## config.mk

```make
export PLATFORM = sky130hd
export DESIGN_NAME = path_byte_monitor
export DESIGN_NICKNAME = d
export VERILOG_FILES = /design/src/rtl/pbm_pkg.sv /design/src/rtl/pbm_lane.sv /design/src/rtl/pbm_flags.sv /design/src/rtl/path_byte_monitor.sv
export SDC_FILE = /design/constraint.sdc
export NUM_CORES = 1
export LEC_CHECK = 0
export ABC_CLOCK_PERIOD_IN_PS = 5590
export BUFFER_PORTS_ARGS = -buffer_cell sky130_fd_sc_hd__buf_4
export CELL_PAD_IN_SITES_DETAIL_PLACEMENT = 1
export CELL_PAD_IN_SITES_GLOBAL_PLACEMENT = 2
export CORE_MARGIN = 5
export CORE_UTILIZATION = 34
export CTS_BUF_LIST = sky130_fd_sc_hd__clkbuf_4 sky130_fd_sc_hd__clkbuf_8
export CTS_CLUSTER_DIAMETER = 50
export DETAILED_ROUTE_END_ITERATION = 8
export GPL_TIMING_DRIVEN = 1
export MAX_ROUTING_LAYER = met4
export PLACE_DENSITY_LB_ADDON = 0.1
export SYNTH_ARGS = -nofsm -noshare
export SYNTH_HDL_FRONTEND = slang
export SYNTH_SLANG_ARGS = --single-unit
```

## constraint.sdc

```tcl
create_clock -name clk -period 5.59 [get_ports clk]
set_clock_uncertainty 0.15 [all_clocks]
set_input_delay 1.677 -clock clk [delete_from_list [all_inputs] [get_ports clk]]
set_output_delay 1.677 -clock clk [all_outputs]
set_load 0.05 [all_outputs]
```

## src/rtl/pbm_pkg.sv

```systemverilog
package pbm_pkg;
    // Classification of what a lane does with the current cycle.
    typedef enum logic [1:0] {
        EV_IDLE    = 2'd0,
        EV_DISCARD = 2'd1,
        EV_MATCH   = 2'd2,
        EV_RESTART = 2'd3
    } lane_ev_e;
endpackage

```

## src/rtl/pbm_lane.sv

```systemverilog
module pbm_lane
    import pbm_pkg::*;
#(
    parameter int unsigned BYTE_W = 8,
    parameter int unsigned THR_W  = 4
) (
    input  logic              clk,
    input  logic              rst_n,
    input  logic              valid_i,
    input  logic              oof_i,
    input  logic [BYTE_W-1:0] byte_i,
    input  logic [THR_W-1:0]  thr_i,
    output logic [BYTE_W-1:0] acc_o,
    output logic [BYTE_W-1:0] hist_o,
    output logic              upd_o
);
    typedef struct packed {
        logic [BYTE_W-1:0] cand;
        logic [THR_W-1:0]  cnt;
        logic [BYTE_W-1:0] acc;
        logic [BYTE_W-1:0] hist;
    } lane_s;

    lane_s       lane_d, lane_q;
    lane_ev_e    ev;
    logic [THR_W-1:0] thr_eff;
    logic        upd_d;

    always_comb begin
        lane_d  = lane_q;
        upd_d   = 1'b0;
        thr_eff = (thr_i == '0) ? THR_W'(1) : thr_i;
        if (oof_i) begin
            ev = EV_DISCARD;
        end else if (!valid_i) begin
            ev = EV_IDLE;
        end else if ((lane_q.cnt != '0) && (byte_i == lane_q.cand)) begin
            ev = EV_MATCH;
        end else begin
            ev = EV_RESTART;
        end

        case (ev)
            EV_DISCARD: lane_d.cnt = '0;
            EV_MATCH: begin
                if (lane_q.cnt < thr_eff) begin
                    lane_d.cnt = lane_q.cnt + THR_W'(1);
                end
            end
            EV_RESTART: begin
                lane_d.cand = byte_i;
                lane_d.cnt  = THR_W'(1);
            end
            default: ;
        endcase

        if (((ev == EV_MATCH) || (ev == EV_RESTART)) &&
            (lane_d.cnt >= thr_eff) && (byte_i != lane_q.acc)) begin
            lane_d.hist = lane_q.acc;
            lane_d.acc  = byte_i;
            upd_d       = 1'b1;
        end
    end

    always_ff @(posedge clk or negedge rst_n) begin
        if (!rst_n) begin
            lane_q <= '0;
        end else begin
            lane_q <= lane_d;
        end
    end

    assign acc_o  = lane_q.acc;
    assign hist_o = lane_q.hist;
    assign upd_o  = upd_d;
endmodule

```

## src/rtl/pbm_flags.sv

```systemverilog
module pbm_flags #(
    parameter int unsigned NUM_TRIB = 3
) (
    input  logic                clk,
    input  logic                rst_n,
    input  logic [NUM_TRIB-1:0] set_i,
    input  logic [NUM_TRIB-1:0] clr_i,
    input  logic [NUM_TRIB-1:0] mask_i,
    output logic [NUM_TRIB-1:0] flag_o,
    output logic                irq_o
);
    typedef struct packed {
        logic [NUM_TRIB-1:0] flag;
    } flag_s;

    flag_s flag_d, flag_q;

    always_comb begin
        flag_d = flag_q;
        for (int i = 0; i < NUM_TRIB; i++) begin
            if (set_i[i]) begin
                flag_d.flag[i] = 1'b1;
            end else if (clr_i[i]) begin
                flag_d.flag[i] = 1'b0;
            end
        end
    end

    always_ff @(posedge clk or negedge rst_n) begin
        if (!rst_n) begin
            flag_q <= '0;
        end else begin
            flag_q <= flag_d;
        end
    end

    assign flag_o = flag_q.flag;
    assign irq_o  = |(flag_q.flag & ~mask_i);
endmodule

```

## src/rtl/path_byte_monitor.sv

```systemverilog
module path_byte_monitor #(
    parameter int unsigned NUM_TRIB = 3,
    parameter int unsigned BYTE_W   = 8,
    parameter int unsigned THR_W    = 4
) (
    input  logic                       clk,
    input  logic                       rst_n,
    input  logic [NUM_TRIB-1:0]        frame_valid,
    input  logic [NUM_TRIB*BYTE_W-1:0] frame_byte,
    input  logic [NUM_TRIB-1:0]        oof,
    input  logic [THR_W-1:0]           persist_thr,
    input  logic [NUM_TRIB-1:0]        irq_mask,
    input  logic [NUM_TRIB-1:0]        flag_clr,
    output logic [NUM_TRIB*BYTE_W-1:0] accepted,
    output logic [NUM_TRIB*BYTE_W-1:0] history,
    output logic [NUM_TRIB-1:0]        change_flag,
    output logic                       irq
);
    logic [NUM_TRIB-1:0] upd;

    for (genvar g = 0; g < NUM_TRIB; g++) begin : g_lane
        pbm_lane #(
            .BYTE_W (BYTE_W),
            .THR_W  (THR_W)
        ) u_lane (
            .clk     (clk),
            .rst_n   (rst_n),
            .valid_i (frame_valid[g]),
            .oof_i   (oof[g]),
            .byte_i  (frame_byte[g*BYTE_W +: BYTE_W]),
            .thr_i   (persist_thr),
            .acc_o   (accepted[g*BYTE_W +: BYTE_W]),
            .hist_o  (history[g*BYTE_W +: BYTE_W]),
            .upd_o   (upd[g])
        );
    end

    pbm_flags #(
        .NUM_TRIB (NUM_TRIB)
    ) u_flags (
        .clk    (clk),
        .rst_n  (rst_n),
        .set_i  (upd),
        .clr_i  (flag_clr),
        .mask_i (irq_mask),
        .flag_o (change_flag),
        .irq_o  (irq)
    );
endmodule

```

After elaboration in Yosys (flattened, before gate mapping). Index checks and enable logic that the tools add are counted.

Bitwise gates (word level): 2. Multiplexer cells: 25. $add $sub $neg: 3. Equality and inequality tests: 15. Order comparisons: 6. Reductions and logical operators: 20.

Operators with widths (number): $pmux W4 S3 (3); $eq A8 B8 Y1 (3); $ne A8 B8 Y1 (3); $mux W4 (4); $add A4 B1 Y4 const B (3); $eq A2 B2 Y1 const B (6); $ge A4 B4 Y1 (3); $lt A4 B4 Y1 (3); $mux W1 (12); $mux W2 (6); $reduce_bool A4 Y1 (3); $logic_and A1 B1 Y1 (9); $eq A2 B1 Y1 const B (3); $reduce_bool A2 Y1 (3); $logic_not A4 Y1 (1); $and A3 B3 Y3 (1); $logic_or A1 B1 Y1 (3); $not A3 Y3 (1); $reduce_or A3 Y1 (1).

Bits in registers: 87. Logic and storage cells: 86. Output and inout port bits: 52. Bits of input ports: 42.

Depth between registers and ports, before layout. Gate-level depths: netlist of the first run.

Depth in word-level cells: 12. Mapped depth: 14. Depth with buffers taken out: 13.

Hierarchy. Synthesis of the first run repeated with hierarchy kept, for this count alone.

Cells, all modules: 443. Area, all modules: 5253.8 um^2.

By module, submodules not included: pbm_lane (times used 3, area each 1707.9 um^2, sequential area each 700.7 um^2, cells an instance 144); pbm_flags (times used 1, area each 130.1 um^2, sequential area each 75.1 um^2, cells an instance 11).

Worst setup path before layout of the first run. Ideal clock, no wire load.

Path type: input to register. From: in persist_thr[1]. To: reg g_lane[1].u_lane.lane_q (netlist bit g_lane[1].u_lane.acc_o[7]). Stages on the path: 14. Arrival: 4.261 ns. Slack: 1.054 ns. Cells stage by stage: inv_1 ha_1 o21a_1 o21ai_0 a21oi_1 o21ai_2 o211ai_1 ha_1 nand2b_1 a21oi_1 nor2b_1 o311ai_4 buf_6 mux2_4.

Cells in the longest elaborated chain, start to end: 8.

Ends and longest elaborated chain: start, declared (RTL line path_byte_monitor.sv:11) `input logic [THR_W-1:0] persist_thr,`; $logic_not A4 Y1 (RTL line pbm_lane.sv:32) `thr_eff = (thr_i == '0) ? THR_W'(1) : thr_i;`; $mux W4 * (RTL line pbm_lane.sv:32); $lt A4 B4 Y1 (RTL line pbm_lane.sv:46) `if (lane_q.cnt < thr_eff) begin`; $mux W4 (RTL line pbm_lane.sv:46); $pmux W4 S3 (RTL line pbm_lane.sv:43) `case (ev)`; $ge A4 B4 Y1 * (RTL line pbm_lane.sv:58) `(lane_d.cnt >= thr_eff) && (byte_i != lane_q.acc)) begin`; $logic_and A1 B1 Y1 * (RTL line pbm_lane.sv:57) `if (((ev == EV_MATCH) || (ev == EV_RESTART)) &&`; $logic_and A1 B1 Y1 * (RTL line pbm_lane.sv:58); end signal, assigned (RTL line pbm_lane.sv:69) `lane_q <= lane_d;`; end, declared (RTL line pbm_lane.sv:24) `lane_s lane_d, lane_q;`.

Every way passes the cells marked *; elsewhere a longest branch is shown, timed or not. A chain may end at the register's enable or synchronous reset.

Worst setup path in the final report of the first run.
From: in persist_thr[1]. To: reg g_lane[2].u_lane.lane_q (netlist bit g_lane[2].u_lane.acc_o[3]).

Cells in the longest elaborated chain, start to end: 8.

Ends and longest elaborated chain (RTL line): $logic_not A4 Y1 (pbm_lane.sv:32); $mux W4 * (pbm_lane.sv:32); $lt A4 B4 Y1 (pbm_lane.sv:46); $mux W4 (pbm_lane.sv:46); $pmux W4 S3 (pbm_lane.sv:43); $ge A4 B4 Y1 * (pbm_lane.sv:58); $logic_and A1 B1 Y1 * (pbm_lane.sv:57); $logic_and A1 B1 Y1 * (pbm_lane.sv:58); end signal, assigned (pbm_lane.sv:69); end, declared (pbm_lane.sv:24).

Marks and branches as above.

==> flow_metrics.py, run 1 <==
metrics = {
    "die": {
        "initial_utilization_pct": 34.9,
        "dieArea_um2": 17600,
        "io_pins": 94,
        "die_h_um": 133,
        "row_count": 44,
        "die_w_um": 133,
        "coreArea_um2": 14600,
    },
    "setup_path": {
        "critPathRequiredTime_ps": 5700,
        "cp_max_fo": 17,
        "slowest_delay_ps": 510,
        "worstSetupPathDepth": 14,
        "r2r-end": "g_lane[2].u_lane.acc_o[3]",
        "r2r_cells": 12,
        "critPathTopFamily": "compound AO/OA/AOI/OAI gates",
        "crit_arrival_ps": 5050,
        "cp_slowest_cell": "o211ai_2",
        "path_class": "in2reg",
        "path_cells": "buf_4 -> inv_1 -> ha_1 -> inv_1 -> o31ai_2 -> nand2_1 -> a41oi_1 -> o21ai_1 -> ha_1 -> nand2b_1 -> a21oi_1 -> o21ai_0 -> o211ai_2 -> mux2_2",
        "cp_num_buf_inv": 3,
        "start_kind": "input pin",
        "r2r-start": "g_lane[2].u_lane.lane_q[17]",
        "r2r_slack_ps": 1730,
        "end_kind": "flop",
    },
    "synthesis": {
        "syn_area_um2": 5110,
        "synth_flop_cell": "dfrtp_1",
        "ys_warn_count": 0,
        "async_flop_share_pct": 100,
        "syn_area_per_cell_um2": 11.9,
        "syn_nets": 499,
        "synthDistinctLibCells": 47,
        "ys_ff_latch": 87,
        "seq_area_frac_synth_pct": 42.6,
        "synth_edf_count": 0,
        "synthCells": 430,
    },
    "timing": {
        "max_freq_ghz": 0.202,
        "period_minus_slack_ps": 4940,
        "setup_viol": 0,
        "rsz0062_at_grt": "false",
        "setup-tns-final_ps": 0,
        "finalCritPeriodShare_pct": 88.4,
        "tightest_slew_ps": 911,
        "drv_slew": 0,
        "final-hold-violation-count": 0,
        "relSlewSlack_pct": 39.1,
    },
    "grt": {
        "antenna_found_initial": 0,
        "grt_max_degree": 59,
        "grt_pass1_wl_mm": 19.3,
        "globalRouteTotalUtil_pct": 14.0,
        "grt_pass1_vias": 3667,
        "gr-total-overflow": 0,
    },
    "cells_and_area": {
        "final_common_cell": "buf_4",
        "nNetsFinal": 552,
        "layout-drive-gt1-share_pct": 41.1,
        "layout_common_cells": "buf_4 (95), dfrtp_1 (87), mux2_2 (63), xnor2_1 (32), ha_1 (27)",
        "fillers": 1597,
        "syn2layout_area_growth_pct": 15.1,
        "final_util_pct": 40.2,
        "diodes": 0,
    },
    "routing": {
        "wl_per_cell_um": 16.9,
        "finalWirelength_mm": 11.3,
        "drc": 0,
        "num_vias": 3359,
        "dr.pass1.iters": 4,
        "drt_iter0_drc": 168,
        "ant_nets": 0,
        "vias_per_cell": 5.01,
    },
    "clocking": {
        "clk_pin_slew_worst_paths_ps": 90,
        "cts_num_sinks": 87,
        "post_cts_resize_count": 0,
        "root_buffer": "clkbuf_8",
        "clk_latency_ps": 370,
        "ctsHtreeMaxLevel": 3,
        "cts_setup_buffers": 0,
        "cts_tree": "done",
        "cts_buffer_depth": 2,
        "hold_buffers": 0,
        "cts_buffers": 9,
    },
    "hold_path": {
        "min_from": "g_lane[0].u_lane.hist_o[7]",
        "whs_endpoint": "g_lane[0].u_lane.hist_o[7]",
        "hp-class": "reg2reg",
        "hold_depth": 1,
    },
    "power_and_ir_drop": {
        "powerDensity_nw_per_um2": 372,
        "peakVddDrop_mv": 0.144,
        "power.leakage_nw": 2.71,
    },
    "place": {
        "hpwl_mm": 8.73,
        "port_buffers": 93,
        "place_congestion": 0.755,
    },
    "outcome": {
        "status": "finished clean",
    },
    "job": {
        "drv_cap": 0,
    },
}
[metal layers]
| metal | part of all wire (%) | wire [um] | up-vias | GRT usage [%] |
|---|---|---|---|---|
| met5 | 0 | 0 | - | - |
| met1 | 47 | 5290 | 1683 | 17.6 |
| met3 | 3.4 | 384 | 16 | 3.34 |
| li1 | - | - | 1597 | - |
| met4 | 1.7 | 197 | 0 | 4.85 |
| met2 | 48 | 5470 | 63 | 22.1 |
[worst reg2reg max path: stages (launching register included)]
cell and delay, ps:
dfrtp_1 450, ha_1 310, inv_1 40, o31ai_2 320, nand2_1 240, a41oi_1 340
o21ai_1 130, ha_1 290, nand2b_1 100, a21oi_1 60, o21ai_0 400, o211ai_2 510
mux2_2 430
[logic make-up after synthesis]
kind of cell / Yosys count / synth area share [%]
flip-flops: 87 / 42.6
multiplexers: 73 / 16.7
AND/OR/NAND/NOR: 71 / 8.44
buffers and inverters: 70 / 9.20
AO/OA/AOI/OAI: 54 / 8.27
XOR/XNOR: 48 / 8.22
adder cells (fa/ha/maj): 27 / 6.60
[report_power, final]
group          total (mW)  internal, mW  switching, mW  leakage (nW)
sequential          0.851         0.749          0.102          1.10
clock               0.535         0.301          0.234         0.116
combinational       0.807         0.306          0.501          1.49
[metrics by stage]
stage	total power, mW	area [um2]	hold WS (ps)	std cells	setup slack [ps]
4_1_cts	2.24	5890	367	671	620
3_3_place_gp	1.67	5650	339	656	342
6_report	2.19	5890	363	671	646
5_1_grt	2.32	5890	383	671	373
2_1_floorplan	1.55	5110	331	430	1050
3_5_place_dp	1.69	5650	346	656	209
[final cells by class]
type                            count  area [um2]  share of cell area (%)
Multi-Input combinational cell    273        2470                    41.9
Sequential cell                    87        2180                    37.0
Timing Repair Buffer               95         713                    12.1
Tap cell                          184         230                    3.91
Clock buffer                       10         131                    2.23
Clock inverter                      5         106                    1.81
Inverter                           17        63.8                    1.08
[synthesized netlist by cell type (2+ instances only)]
library cell	instances	area, um2
a21oi_1	8	40.0
a31o_2	4	35.0
a31oi_1	4	25.0
a32o_1	4	40.0
a41oi_1	2	17.5
buf_4	49	368
buf_6	3	33.8
dfrtp_1	87	2180
ha_1	27	338
inv_1	17	63.8
mux2_2	63	709
mux2_4	9	135
nand2_1	8	30.0
nand2b_1	3	18.8
nand3_1	2	10.0
nand4_1	15	93.8
nor2_1	12	45.0
nor2_4	2	22.5
nor2b_1	4	25.0
nor3_1	7	35.0
nor3b_1	4	30.0
nor4_1	6	37.5
nor4_4	2	42.5
o211ai_2	2	25.0
o21a_1	5	37.5
o21ai_0	9	45.0
o21ai_1	4	20.0
o31ai_2	2	25.0
or2_2	2	12.5
xnor2_1	32	280
xor2_1	16	140
[flip-flops by register name, summed over array words and instances (netlist names)]
name                  count
u_flags.flag_o            3
g_lane.u_lane.acc_o      24
g_lane.u_lane.lane_q     36
g_lane.u_lane.hist_o     24
[worst max-delay path by stage]
stage / start / endpoint / slack [ps]
finish: persist_thr[1] / g_lane[2].u_lane.acc_o[3] / 650
floorplan: persist_thr[1] / g_lane[1].u_lane.acc_o[7] / 1050
global route: persist_thr[1] / g_lane[2].u_lane.acc_o[5] / 370
global placement: persist_thr[1] / g_lane[2].u_lane.hist_o[0] / 340
CTS: persist_thr[1] / g_lane[2].u_lane.acc_o[3] / 620
detailed placement: persist_thr[1] / g_lane[2].u_lane.acc_o[3] / 210
No activity file was read; power rests on OpenSTA's default activity.
==> inputs of run 2 (changes only) <==
--- a/config.mk
+++ b/config.mk
@@ -9,6 +9,7 @@
 export BUFFER_PORTS_ARGS = -buffer_cell sky130_fd_sc_hd__buf_4
 export CELL_PAD_IN_SITES_DETAIL_PLACEMENT = 1
 export CELL_PAD_IN_SITES_GLOBAL_PLACEMENT = 2
+export CORE_ASPECT_RATIO = 1.5
 export CORE_MARGIN = 5
 export CORE_UTILIZATION = 34
 export CTS_BUF_LIST = sky130_fd_sc_hd__clkbuf_4 sky130_fd_sc_hd__clkbuf_8
==> run 2 against run 1 <==
Clock power fell by 13%. Count of clock-buffer cells in the layout decreased by 1. Global-route usage up 0.33 points. Sequential share of layout area barely moved. Worst hold slack improved by 0.61 ps. Final area fell by 0.13%. Final cell count rose by 2.5%. Worst setup slack improved by 63 ps. Via count is 1.2% lower. Non-clock buffer count grew 1. Sequential cell count unchanged. Critical path depth stayed put. Critical path type unchanged. Largest power group unchanged.
==> flow_metrics.py, run 2 (synthesis results as in run 1) <==
metrics = {
    "setup_path": {
        "path_cells": "buf_4 -> inv_1 -> ha_1 -> inv_1 -> o31ai_2 -> nand2_1 -> a41oi_1 -> o21ai_1 -> ha_1 -> nand2b_1 -> a21oi_1 -> o21ai_0 -> o211ai_2 -> mux2_2",
        "crit_arrival_ps": 4980,
        "critPathTopFamily": "compound AO/OA/AOI/OAI gates",
        "start_kind": "input pin",
        "slowest_delay_ps": 480,
        "critPathRequiredTime_ps": 5690,
        "end_kind": "flop",
        "cp_slowest_cell": "o211ai_2",
        "cp_max_fo": 17,
        "cp_num_buf_inv": 3,
        "path_class": "in2reg",
    },
    "routing": {
        "wl_per_cell_um": 16.9,
        "ant_nets": 0,
        "drc": 0,
        "dr.pass1.iters": 3,
        "finalWirelength_mm": 11.6,
        "drt_iter0_drc": 51,
        "num_vias": 3320,
        "vias_per_cell": 4.83,
    },
    "die": {
        "io_pins": 94,
        "dieArea_um2": 17600,
        "die_w_um": 110,
        "row_count": 55,
        "die_h_um": 160,
        "coreArea_um2": 14900,
        "initial_utilization_pct": 34.3,
    },
    "cells_and_area": {
        "top_register": "g_lane.u_lane.lane_q",
        "diodes": 0,
        "final_common_cell": "buf_4",
        "largest_reg_flops": 36,
        "nNetsFinal": 553,
        "syn2layout_area_growth_pct": 15.0,
        "layout_common_cells": "buf_4 (96), dfrtp_1 (87), mux2_2 (63), xnor2_1 (32), ha_1 (27)",
        "layout-drive-gt1-share_pct": 41.3,
        "design_area_um2": 5880,
    },
    "clocking": {
        "clk_pin_slew_worst_paths_ps": 90,
        "cts_setup_buffers": 0,
        "clk_latency_ps": 370,
        "cts_buffer_depth": 2,
        "cts_num_sinks": 87,
        "hold_buffers": 0,
        "post_cts_resize_count": 0,
        "cts_tree": "done",
        "cts_buffers": 9,
        "root_buffer": "clkbuf_8",
        "ctsHtreeMaxLevel": 3,
    },
    "grt": {
        "grt_max_degree": 54,
        "grt_pass1_vias": 3680,
        "globalRouteTotalUtil_pct": 14.3,
        "antenna_found_initial": 0,
        "gr-total-overflow": 0,
        "grt_pass1_wl_mm": 19.3,
    },
    "timing": {
        "rsz0062_at_grt": "false",
        "drv_slew": 0,
        "max_freq_ghz": 0.205,
        "setup_viol": 0,
        "final-hold-violation-count": 0,
        "finalCritPeriodShare_pct": 87.3,
        "setup-tns-final_ps": 0,
        "tightest_slew_ps": 943,
        "period_minus_slack_ps": 4880,
        "relSlewSlack_pct": 37.0,
    },
    "outcome": {
        "status": "finished clean",
    },
    "job": {
        "drv_cap": 0,
    },
    "place": {
        "placed_cell_area_um2": 5680,
        "hpwl_mm": 8.99,
        "port_buffers": 93,
        "place_congestion": 0.761,
    },
    "power_and_ir_drop": {
        "peakVddDrop_mv": 0.143,
        "power.leakage_nw": 2.70,
        "powerDensity_nw_per_um2": 362,
    },
    "hold_path": {
        "hp-class": "reg2reg",
    },
}
==> run 2: changes by cell type in the layout (fill, tap and decap cells not counted) <==
cell	delta
bufinv_16	-2
clkinv_4	+2
buf_4	+1
clkbuf_4	-1
clkinv_2	+1
inv_8	+1
==> run 2: layer usage <==
layer  track usage (%)  routed length, um  vias up  share of wire, %
met1              16.2               4690     1645                40
met2              25.1               6310       62                54
met4              4.59                203        0               1.7
met3              2.43                402       16               3.5
li1                  -                  -     1597                 -
met5                 -                  0        -                 0
==> run 2: final timing paths <==
check	start	to	slack, ps	cells after the start
max	persist_thr[1]	g_lane[2].u_lane.acc_o[2]	710	14
min reg2reg	g_lane[0].u_lane.hist_o[3]	g_lane[0].u_lane.hist_o[3]	360	1
max reg2reg	g_lane[2].u_lane.lane_q[17]	g_lane[2].u_lane.acc_o[2]	1790	12
min	g_lane[0].u_lane.hist_o[3]	g_lane[0].u_lane.hist_o[3]	360	1
max in group asynchronous	rst_n	g_lane[0].u_lane.lane_q[18]	3150	2
min in group asynchronous	rst_n	g_lane[2].u_lane.hist_o[0]	1190	1
==> run 2: final cells by class <==
class	count	area, um2
inverter	17	63.8
timing repair buffer	96	721
sequential	87	2180
fill	1664	9050
tap	199	249
clock buffer	9	124
clock inverter	7	80.1
multi-input combinational	273	2470
==> run 2: per-stage QoR <==
step	total power, mW	hold slack [ps]	setup WS [ps]	cells	utilization, %
5_1_grt	2.25	379	422	688	39.4
2_1_floorplan	1.55	331	1050	430	-
6_report	2.13	363	709	688	39.4
4_1_cts	2.17	368	619	688	39.4
3_3_place_gp	1.68	339	334	672	38.0
3_5_place_dp	1.69	347	242	672	38.0
==> run 2: report_power, final <==
group | internal [mW] | switching [mW] | total (mW)
clock | 0.212 | 0.254 | 0.467
sequential | 0.749 | 0.104 | 0.853
combinational | 0.306 | 0.504 | 0.810
==> inputs of run 3 (changes only) <==
--- a/config.mk
+++ b/config.mk
@@ -18,6 +18,8 @@
 export GPL_TIMING_DRIVEN = 1
 export MAX_ROUTING_LAYER = met4
 export PLACE_DENSITY_LB_ADDON = 0.1
+export REMOVE_ABC_BUFFERS = 1
 export SYNTH_ARGS = -nofsm -noshare
 export SYNTH_HDL_FRONTEND = slang
+export SYNTH_HIERARCHICAL = 1
 export SYNTH_SLANG_ARGS = --single-unit
==> run 3 against run 2 <==
Sequential power is 0.6% lower. Largest power group unchanged. Combinational power is 0.5% lower. Sequential cell count stayed put. Final area is 2.4% higher. Sequential share of layout area is 0.88 points lower. Via count is 3.1% higher. Area after synthesis is 2.7% higher. Total power is 0.22% lower. Maximum frequency is 1.2% lower.
==> flow_metrics.py, run 3 <==
metrics = {
    "die": {
        "die_w_um": 111,
        "coreArea_um2": 15100,
        "die_h_um": 162,
        "row_count": 55,
        "dieArea_um2": 18100,
        "io_pins": 94,
        "initial_utilization_pct": 34.7,
    },
    "synthesis": {
        "netlist_top_cells_count": "dfrtp_1 (87), mux2_2 (72), buf_4 (48), inv_1 (33), ha_1 (27)",
        "synth_top_family_by_area": "multiplexers",
        "synth_flop_cell": "dfrtp_1",
        "synthMostInstantiatedCell": "dfrtp_1",
        "syn_area_um2": 5250,
        "async_flop_share_pct": 100,
        "synthCells": 443,
        "synth_edf_count": 0,
        "synth_fa_ha_area_share_pct": 6.43,
        "synthXorXnorAreaFrac_pct": 8.00,
        "yosys.area_share.simple_pct": 10.5,
        "ys_warn_count": 6,
        "synth_top_cell_by_area": "dfrtp_1",
        "syn_area_per_cell_um2": 11.9,
        "muxShareOfSynthArea_pct": 15.4,
        "synth_top_area_share_pct": 41.4,
        "synthDistinctLibCells": 36,
        "seq_area_frac_synth_pct": 41.4,
        "ys_ff_latch": 87,
        "ys_top_cells_by_area": "dfrtp_1 (41%), mux2_2 (15%), buf_4 (6.9%)",
        "synth_compound_area_share_pct": 8.07,
    },
    "cells_and_area": {
        "layout_common_cells": "buf_4 (96), dfrtp_1 (87), mux2_2 (72), inv_1 (33), ha_1 (27)",
        "layout-drive-gt1-share_pct": 43.5,
        "syn2layout_area_growth_pct": 14.7,
        "final_common_cell": "buf_4",
        "diodes": 0,
        "nNetsFinal": 565,
        "largest_reg_flops": 36,
        "multi_input_comb_area_um2": 2540,
        "design_area_um2": 6030,
        "top_register": "g_lane.u_lane/lane_q",
        "fillers": 1693,
        "final_util_pct": 39.8,
        "seq_area_um2": 2180,
    },
    "timing": {
        "layout_setup_ws_ps": 649,
        "setup_viol": 0,
        "final-hold-violation-count": 0,
        "finalCritPeriodShare_pct": 88.4,
        "rsz0062_at_grt": "false",
        "setup-tns-final_ps": 0,
        "drv_slew": 0,
        "period_minus_slack_ps": 4940,
        "tightest_slew_ps": 954,
        "max_freq_ghz": 0.202,
        "relSlewSlack_pct": 36.3,
        "whs_ps": 365,
    },
    "place": {
        "post-place-ws_ps": 249,
        "port_buffers": 93,
        "hpwl_mm": 8.68,
        "place_congestion": 0.788,
        "placed_cell_area_um2": 5810,
    },
    "setup_path": {
        "critPathRequiredTime_ps": 5680,
        "r2r_cells": 12,
        "r2r_slack_ps": 1700,
        "path_class": "in2reg",
        "end_kind": "flop",
        "start_kind": "input pin",
        "startpoint": "persist_thr[1]",
        "endpoint": "g_lane[0].u_lane/hist_o[4]",
        "crit_arrival_ps": 5030,
        "r2r-start": "g_lane[0].u_lane/lane_q[17]",
        "cp_max_fo": 16,
        "r2r-end": "g_lane[0].u_lane/hist_o[4]",
    },
    "clocking": {
        "hold_buffers": 0,
        "ctsHtreeMaxLevel": 3,
        "cts_num_sinks": 87,
        "cts_buffers": 9,
        "clk_pin_slew_worst_paths_ps": 100,
        "cts_buffer_depth": 2,
        "root_buffer": "clkbuf_8",
        "post_cts_resize_count": 0,
        "clk_latency_ps": 360,
        "cts_tree": "done",
        "cts_setup_buffers": 0,
    },
    "routing": {
        "vias_per_cell": 4.89,
        "drc": 0,
        "dr.pass1.iters": 4,
        "wl_per_cell_um": 16.1,
        "ant_nets": 0,
        "num_vias": 3422,
        "drt_iter0_drc": 56,
        "finalWirelength_mm": 11.3,
    },
    "hold_path": {
        "hp-class": "reg2reg",
    },
    "grt": {
        "gr-total-overflow": 0,
        "grt_pass1_wl_mm": 19.3,
        "antenna_found_initial": 0,
        "globalRouteTotalUtil_pct": 13.4,
        "grt_pass1_vias": 3817,
        "grt_max_degree": 59,
    },
    "power_and_ir_drop": {
        "peakVddDrop_mv": 0.180,
        "powerDensity_nw_per_um2": 353,
        "power.leakage_nw": 2.83,
    },
    "job": {
        "drv_cap": 0,
    },
    "outcome": {
        "status": "finished clean",
    },
}
run 3: cell types whose count changed after synthesis, moves of 6 or more:
cell | before | now
o21ai_0 | 9 | 3
nor3_1 | 7 | 0
inv_1 | 17 | 33
nor4_1 | 6 | 12
xor2_1 | 16 | 24
mux2_4 | 9 | 0
mux2_2 | 63 | 72
xnor2_1 | 32 | 24
run 3: worst min-delay path by stage:
stage	from	end	slack [ps]	cells past startpoint
6_report	g_lane[2].u_lane/hist_o[6]	g_lane[2].u_lane/hist_o[6]	370	1
5_1_grt	g_lane[1].u_lane/hist_o[4]	g_lane[1].u_lane/hist_o[4]	380	1
4_1_cts	g_lane[1].u_lane/hist_o[6]	g_lane[1].u_lane/hist_o[6]	370	1
3_5_place_dp	g_lane[1].u_lane/hist_o[6]	g_lane[1].u_lane/hist_o[6]	350	1
3_3_place_gp	g_lane[0].u_lane/hist_o[2]	g_lane[0].u_lane/hist_o[2]	340	1
2_1_floorplan	g_lane[0].u_lane/lane_q[27]	g_lane[0].u_lane/lane_q[27]	350	1
run 3: stage by stage:
step,instances,power [mW]
CTS,700,2.17
global placement,684,1.67
floorplan,389,1.40
finish,700,2.13
detailed placement,684,1.68
global route,700,2.24
run 3: cell families after synthesis:
family                     count (synthesis)
xor gates and xnor gates                  48
and+or+nand+nor                           76
DFF                                       87
adders and majority gates                 27
AOI/OAI and AO/OA                         46
buffers and inverters                     87
muxes                                     72
run 3: metal layers:
| layer | up-vias | wire, um | track usage (%) |
|---|---|---|---|
| met4 | 0 | 216 | 4.48 |
| met5 | - | 0 | - |
| met1 | 1725 | 4620 | 15.4 |
| li1 | 1616 | - | - |
| met3 | 13 | 325 | 2.42 |
| met2 | 68 | 6100 | 23.6 |
run 3: final cells by class:
cell class,count,share of cell area (%)
Clock buffer,11,2.41
Clock inverter,5,1.10
Inverter,33,2.06
Multi-Input combinational cell,269,42.2
Sequential cell,87,36.1
Tap cell,199,4.13
Timing Repair Buffer,96,12.0
run 3: report_power, final:
part | switching (mW) | internal, mW | total, mW
registers | 0.0979 | 0.750 | 0.848
clock network | 0.243 | 0.229 | 0.472
logic | 0.507 | 0.298 | 0.806
run 3: critical path, stage by stage:
cell	delay, ps
buf_4	110
inv_1	50
ha_1	280
or3_4	400
a21oi_4	170
a21oi_2	70
and3_4	200
or4_4	490
ha_1	290
nand2b_1	140
a21o_1	170
a211o_1	330
o2111ai_4	230
mux2_2	400
